File: config.mk
export PLATFORM = sky130hd
export DESIGN_NAME = acc_alu
export DESIGN_NICKNAME = d
export VERILOG_FILES = /design/src/rtl/acc_alu_pkg.sv /design/src/rtl/acc_alu_adder.sv /design/src/rtl/acc_alu_shift.sv /design/src/rtl/acc_alu_logic.sv /design/src/rtl/acc_alu.sv
export SDC_FILE = /design/constraint.sdc
export NUM_CORES = 1
export LEC_CHECK = 0
export BUFFER_PORTS_ARGS = -buffer_cell sky130_fd_sc_hd__buf_2
export CAP_MARGIN = 20
export CORE_UTILIZATION = 28
export CTS_CLUSTER_SIZE = 8
export DETAILED_ROUTE_END_ITERATION = 7
export GPL_ROUTABILITY_DRIVEN = 0
export PLACE_DENSITY = 0.53
export SLEW_MARGIN = 20
export SYNTH_ARGS = -nofsm -noshare
export SYNTH_HDL_FRONTEND = slang
export SYNTH_HIERARCHICAL = 1
export SYNTH_SLANG_ARGS = --single-unit
File: constraint.sdc
create_clock -name clk -period 0.8 [get_ports clk]
set_input_delay 0.04 -clock clk [delete_from_list [all_inputs] [get_ports clk]]
set_output_delay 0.04 -clock clk [all_outputs]
set_load 0.01 [all_outputs]
File: src/rtl/acc_alu_pkg.sv
package acc_alu_pkg;

    typedef enum logic [3:0] {
        OP_ADD = 4'd0,
        OP_SUB = 4'd1,
        OP_AND = 4'd2,
        OP_OR  = 4'd3,
        OP_XOR = 4'd4,
        OP_SHL = 4'd5,
        OP_SHR = 4'd6,
        OP_ROL = 4'd7,
        OP_ROR = 4'd8,
        OP_INC = 4'd9,
        OP_DEC = 4'd10,
        OP_CMP = 4'd11,
        OP_BIT = 4'd12
    } alu_op_e;

    localparam int FLAG_N = 3;
    localparam int FLAG_V = 2;
    localparam int FLAG_Z = 1;
    localparam int FLAG_C = 0;
    localparam int NUM_FLAGS = 4;

    typedef logic [NUM_FLAGS-1:0] flag_vec_t;

    localparam flag_vec_t MASK_ALL   = 4'b1111;
    localparam flag_vec_t MASK_NZ    = 4'b1010;
    localparam flag_vec_t MASK_NZC   = 4'b1011;
    localparam flag_vec_t MASK_NVZ   = 4'b1110;
    localparam flag_vec_t MASK_NONE  = 4'b0000;

endpackage

File: src/rtl/acc_alu_adder.sv
module acc_alu_adder #(
    parameter int WIDTH = 8
) (
    input  logic [WIDTH-1:0] a_i,
    input  logic [WIDTH-1:0] b_i,
    input  logic             ci_i,
    output logic [WIDTH-1:0] sum_o,
    output logic             co_o,
    output logic             ovf_o
);
    localparam int MSB = WIDTH - 1;

    logic [WIDTH:0] total;

    assign total = {1'b0, a_i} + {1'b0, b_i} + (WIDTH+1)'(ci_i);
    assign sum_o = total[WIDTH-1:0];
    assign co_o  = total[WIDTH];
    // Same-sign operands giving a different-sign sum means signed overflow
    assign ovf_o = (a_i[MSB] == b_i[MSB]) && (sum_o[MSB] != a_i[MSB]);

endmodule

File: src/rtl/acc_alu_shift.sv
module acc_alu_shift
    import acc_alu_pkg::*;
#(
    parameter int WIDTH = 8
) (
    input  alu_op_e          op_i,
    input  logic [WIDTH-1:0] a_i,
    input  logic             ci_i,
    output logic [WIDTH-1:0] res_o,
    output logic             co_o
);
    localparam int MSB = WIDTH - 1;

    always_comb begin
        res_o = a_i;
        co_o  = ci_i;
        case (op_i)
            OP_SHL: begin
                res_o = {a_i[MSB-1:0], 1'b0};
                co_o  = a_i[MSB];
            end
            OP_SHR: begin
                res_o = {1'b0, a_i[MSB:1]};
                co_o  = a_i[0];
            end
            OP_ROL: begin
                res_o = {a_i[MSB-1:0], ci_i};
                co_o  = a_i[MSB];
            end
            OP_ROR: begin
                res_o = {ci_i, a_i[MSB:1]};
                co_o  = a_i[0];
            end
            default: begin
                res_o = a_i;
                co_o  = ci_i;
            end
        endcase
    end

endmodule

File: src/rtl/acc_alu_logic.sv
module acc_alu_logic
    import acc_alu_pkg::*;
#(
    parameter int WIDTH = 8
) (
    input  alu_op_e          op_i,
    input  logic [WIDTH-1:0] a_i,
    input  logic [WIDTH-1:0] m_i,
    output logic [WIDTH-1:0] res_o
);
    logic sel_or;
    logic sel_xor;

    assign sel_or  = (op_i == OP_OR);
    assign sel_xor = (op_i == OP_XOR);

    // One bit slice per position; AND is the default so bit test can reuse it
    for (genvar k = 0; k < WIDTH; k++) begin : g_bit
        assign res_o[k] = sel_or  ? (a_i[k] | m_i[k]) :
                          sel_xor ? (a_i[k] ^ m_i[k]) :
                                    (a_i[k] & m_i[k]);
    end

endmodule

File: src/rtl/acc_alu.sv
module acc_alu
    import acc_alu_pkg::*;
#(
    parameter int WIDTH = 8
) (
    input  logic             clk,
    input  logic             rst_n,
    input  logic [3:0]       op_i,
    input  logic [WIDTH-1:0] a_i,
    input  logic [WIDTH-1:0] m_i,
    input  logic             c_i,
    output logic [WIDTH-1:0] res_q,
    output logic             res_we_q,
    output logic             n_q,
    output logic             v_q,
    output logic             z_q,
    output logic             c_q,
    output logic [3:0]       flag_mask_q
);
    localparam int MSB = WIDTH - 1;

    typedef struct packed {
        logic [WIDTH-1:0] res;
        logic             we;
        flag_vec_t        flg;
        flag_vec_t        mask;
    } alu_state_t;

    alu_state_t state_d;
    alu_state_t state_q;

    alu_op_e op;
    assign op = alu_op_e'(op_i);

    // Shared adder operand selection
    logic [WIDTH-1:0] add_b;
    logic             add_ci;
    logic [WIDTH-1:0] add_sum;
    logic             add_co;
    logic             add_ovf;

    always_comb begin
        add_b  = m_i;
        add_ci = c_i;
        case (op)
            OP_SUB: begin add_b = ~m_i;           add_ci = c_i;  end
            OP_CMP: begin add_b = ~m_i;           add_ci = 1'b1; end
            OP_INC: begin add_b = '0;             add_ci = 1'b1; end
            OP_DEC: begin add_b = '1;             add_ci = 1'b0; end
            default: begin add_b = m_i;           add_ci = c_i;  end
        endcase
    end

    acc_alu_adder #(.WIDTH(WIDTH)) u_adder (
        .a_i   (a_i),
        .b_i   (add_b),
        .ci_i  (add_ci),
        .sum_o (add_sum),
        .co_o  (add_co),
        .ovf_o (add_ovf)
    );

    logic [WIDTH-1:0] sh_res;
    logic             sh_co;

    acc_alu_shift #(.WIDTH(WIDTH)) u_shift (
        .op_i  (op),
        .a_i   (a_i),
        .ci_i  (c_i),
        .res_o (sh_res),
        .co_o  (sh_co)
    );

    logic [WIDTH-1:0] lg_res;

    acc_alu_logic #(.WIDTH(WIDTH)) u_logic (
        .op_i  (op),
        .a_i   (a_i),
        .m_i   (m_i),
        .res_o (lg_res)
    );

    always_comb begin
        state_d = '0;
        case (op)
            OP_ADD, OP_SUB: begin
                state_d.res         = add_sum;
                state_d.we          = 1'b1;
                state_d.mask        = MASK_ALL;
                state_d.flg[FLAG_C] = add_co;
                state_d.flg[FLAG_V] = add_ovf;
            end
            OP_AND, OP_OR, OP_XOR: begin
                state_d.res  = lg_res;
                state_d.we   = 1'b1;
                state_d.mask = MASK_NZ;
            end
            OP_SHL, OP_SHR, OP_ROL, OP_ROR: begin
                state_d.res         = sh_res;
                state_d.we          = 1'b1;
                state_d.mask        = MASK_NZC;
                state_d.flg[FLAG_C] = sh_co;
            end
            OP_INC, OP_DEC: begin
                state_d.res  = add_sum;
                state_d.we   = 1'b1;
                state_d.mask = MASK_NZ;
            end
            OP_CMP: begin
                state_d.res         = add_sum;
                state_d.mask        = MASK_NZC;
                state_d.flg[FLAG_C] = add_co;
            end
            OP_BIT: begin
                state_d.res         = lg_res;
                state_d.mask        = MASK_NVZ;
                state_d.flg[FLAG_N] = m_i[MSB];
                state_d.flg[FLAG_V] = m_i[MSB-1];
            end
            default: begin
                state_d = '0;
            end
        endcase

        // Sign and zero come from the result for every op that updates them,
        // except bit test, whose N is taken from the memory operand
        if (state_d.mask[FLAG_N] && (op != OP_BIT)) begin
            state_d.flg[FLAG_N] = state_d.res[MSB];
        end
        if (state_d.mask[FLAG_Z]) begin
            state_d.flg[FLAG_Z] = (state_d.res == '0);
        end
    end

    always_ff @(posedge clk or negedge rst_n) begin
        if (!rst_n) begin
            state_q <= '0;
        end else begin
            state_q <= state_d;
        end
    end

    assign res_q       = state_q.res;
    assign res_we_q    = state_q.we;
    assign n_q         = state_q.flg[FLAG_N];
    assign v_q         = state_q.flg[FLAG_V];
    assign z_q         = state_q.flg[FLAG_Z];
    assign c_q         = state_q.flg[FLAG_C];
    assign flag_mask_q = state_q.mask;

endmodule

==> results.ini <==
[outcome]
status = finished, violations left
violations = negative setup slack

[layout]
n_antenna_cell = 0
drive_gt1_frac = 0.459
regArea_um2 = 400
nFillCells = 791
syn2layout_area_growth_pct = 50.9
layout.nets = 435
multi_input_area_um2 = 1900

[cts]
cts_buffers = 3
h-tree-depth = 1
cts.sink_count = 16
cts_tree = done
cts_root_buffer = clkbuf_8
clockBufferDepth = 2
clk_pin_slew_worst_paths_ns = 0.06

[global_routing]
grt_antenna_before_repair = 0
overflow = 0
grt_pass1_vias = 2376
grt_max_degree = 36
grt_pass1_wl_um = 11700
grt_use_total = 0.170

[critical_path]
critPathLaunchType = primary input
crit_top_cell = fa_2
worst_path_max_delay_cell = fa_2
required_ns = 0.95
worst_setup_path_end_kind = register
cp_top_family = compound AO/OA/AOI/OAI gates
worst_path_largest_cell_delay_ns = 0.39
path_cells = buf_8 > nand2b_4 > mux2i_1 > a221o_1 > fa_2 > fa_2 > a21oi_4 > o211ai_1 > a21oi_1 > xnor2_1 > mux2_4 > a32o_1 > a31o_2 > or3_4 > nor4_4
cp.depth = 15
crit_type = primary input to register
cp-endpoint = z_q
crit_arrival_ns = 3.20
crit_start = op_i[2]
worst-path-buf-inv = 1
path_max_fanout = 4

[timing]
fmax_mhz = 328
rsz0062_at_grt = yes
finalCritPeriodShare = 3.81
fin_crit_ns = 3.05
setup_viol = 15
worstMarginPinSlew_ns = 0.388
finalHoldViolCount = 0
timing.hold.ws_ns = 0.219
drv_slew = 0
slew-limit-headroom = 0.734
setup_slack_ns = -2.25

[job]
max-cap-violations = 0

[yosys]
synth_common_cells = 24 x mux2i_1, 23 x ha_1, 21 x inv_1
yosys.cell_types.count = 57
yosysMostFrequentCell = mux2i_1
ys.flop_type = dfrtp_1
syn_nets = 316
ys_ff_latch = 16
synth-edff-count = 0
ys_async_sr_fraction = 1.00
avgSynthCellArea_um2 = 8.74
syn_area_um2 = 2340
ys_seq_area_frac = 0.171
synth_top_area_frac = 0.171
synthTopCellsByArea = dfrtp_1 17%, ha_1 12%, mux2i_1 10%
yosysTopAreaCell = dfrtp_1
syn-instance-count = 268
yosys_warnings = 6

[floorplan]
start_util = 0.295
die_area_um2 = 8730
die_y_um = 93.5
num_rows = 32
fp.dieW_um = 93.5
io_pins = 40
core_area_um2 = 7930

[pwr]
irDropWorstVdd_mv = 0.442
powerDensity_nw_per_um2 = 1150
p_leak_nw = 1.71
finalPower_mw = 4.07

[routing]
antenna_left = 0
avgViaCountPerCell = 5.12
avgRoutedWirePerCell_um = 14.6
num_vias = 2498
drt_wl_total_um = 7120
dr.pass1.iters = 4
drtIter0Drc = 130
drc = 0

[hold_path]
hp-class = primary input to async pin

[placement]
place.port_buffers = 39
dp_hpwl_um = 5740

-- flip-flops by register name, summed over array words and instances (netlist names) --
| name | cells |
|---|---|
| res_q | 8 |
| flag_mask_q | 3 |
| c_q | 1 |
| n_q | 1 |
| res_we_q | 1 |
| v_q | 1 |
| z_q | 1 |
-- metrics by stage --
| step | cells | setup slack [ns] | setup TNS (ns) | area, um^2 | util |
|---|---|---|---|---|---|
| after detailed placement | 480 | -2.68 | -24.24 | 3250 | 0.411 |
| after floorplan | 268 | -2.77 | -22.08 | 2390 | - |
| after global placement | 480 | -2.53 | -23.49 | 3250 | 0.411 |
| after CTS | 488 | -2.26 | -18.34 | 3510 | 0.442 |
| after global routing | 488 | -2.40 | -20.43 | 3530 | 0.446 |
| final | 488 | -2.25 | -18.44 | 3530 | 0.446 |
-- cells in the final DEF, fill, tap and decap left out, types with 3 or more instances in the layout --
cell      count
nand4b_1      5
a221o_1      16
ha_1         22
o21ai_0       3
a21oi_1       5
buf_2        36
mux2_1        3
nand2b_1      3
a22oi_1      11
clkbuf_8      4
dfrtp_1      16
buf_12        3
and2_1        7
a21o_1        4
xnor2_1       3
nand2_1      14
mux2i_1      24
buf_6         5
nor2_1       16
a21oi_2       5
o22ai_1       4
nor2b_1       4
inv_1        20
mux2_4        3
o221ai_1      3
buf_4        87
-- area by class of cell --
type / instances / area share
clock buffer: 4 / 0.0156
multi-input combinational: 212 / 0.537
tap: 102 / 0.0361
sequential: 16 / 0.113
inverter: 21 / 0.0223
timing repair buffer: 133 / 0.276
-- repair_timing --
action                                  4_1_cts  5_1_grt
hold endpoints to repair                     16        0
pin swaps                                    15        6
endpoints found under the setup margin       15       26
hold buffers                                  1        0
buffers inserted                              4        0
resized for setup                            36        6
-- layer usage --
metal | part of all wire | GRT usage
met5 | 0 | 0
met4 | 0.021 | 0.0551
met1 | 0.48 | 0.224
met3 | 0.028 | 0.0122
met2 | 0.47 | 0.295
-- cell families after synthesis --
group                    count (synthesis)  share of synthesized area
buffers and inverters                   40                     0.0860
XOR/XNOR                                 5                     0.0187
flip-flops                              16                      0.171
AO/OA/AOI/OAI                           73                      0.247
multiplexers                            32                      0.146
AND/OR/NAND/NOR                         77                      0.192
adder cells (fa/ha/maj)                 25                      0.140
-- worst min path at each step --
| stage | startpoint | end | slack [ns] | depth (start not counted) |
|---|---|---|---|---|
| 3_5_place_dp | rst_n | res_q[3] | -0.04 | 1 |
| 2_1_floorplan | rst_n | c_q | -0.26 | 0 |
| 3_3_place_gp | rst_n | res_q[2] | -0.04 | 1 |
| 6_report | rst_n | res_q[4] | 0.22 | 2 |
| 5_1_grt | m_i[7] | n_q | 0.25 | 4 |
| 4_1_cts | rst_n | res_q[4] | 0.22 | 2 |
-- where the power goes --
part           total [mW]  switching, mW  internal, mW
logic                2.45           1.17          1.29
clock network       0.688          0.252         0.436
registers           0.931         0.0199         0.911
total                4.07           1.44          2.63
Note: power is estimated with default switching activity, not from simulation.
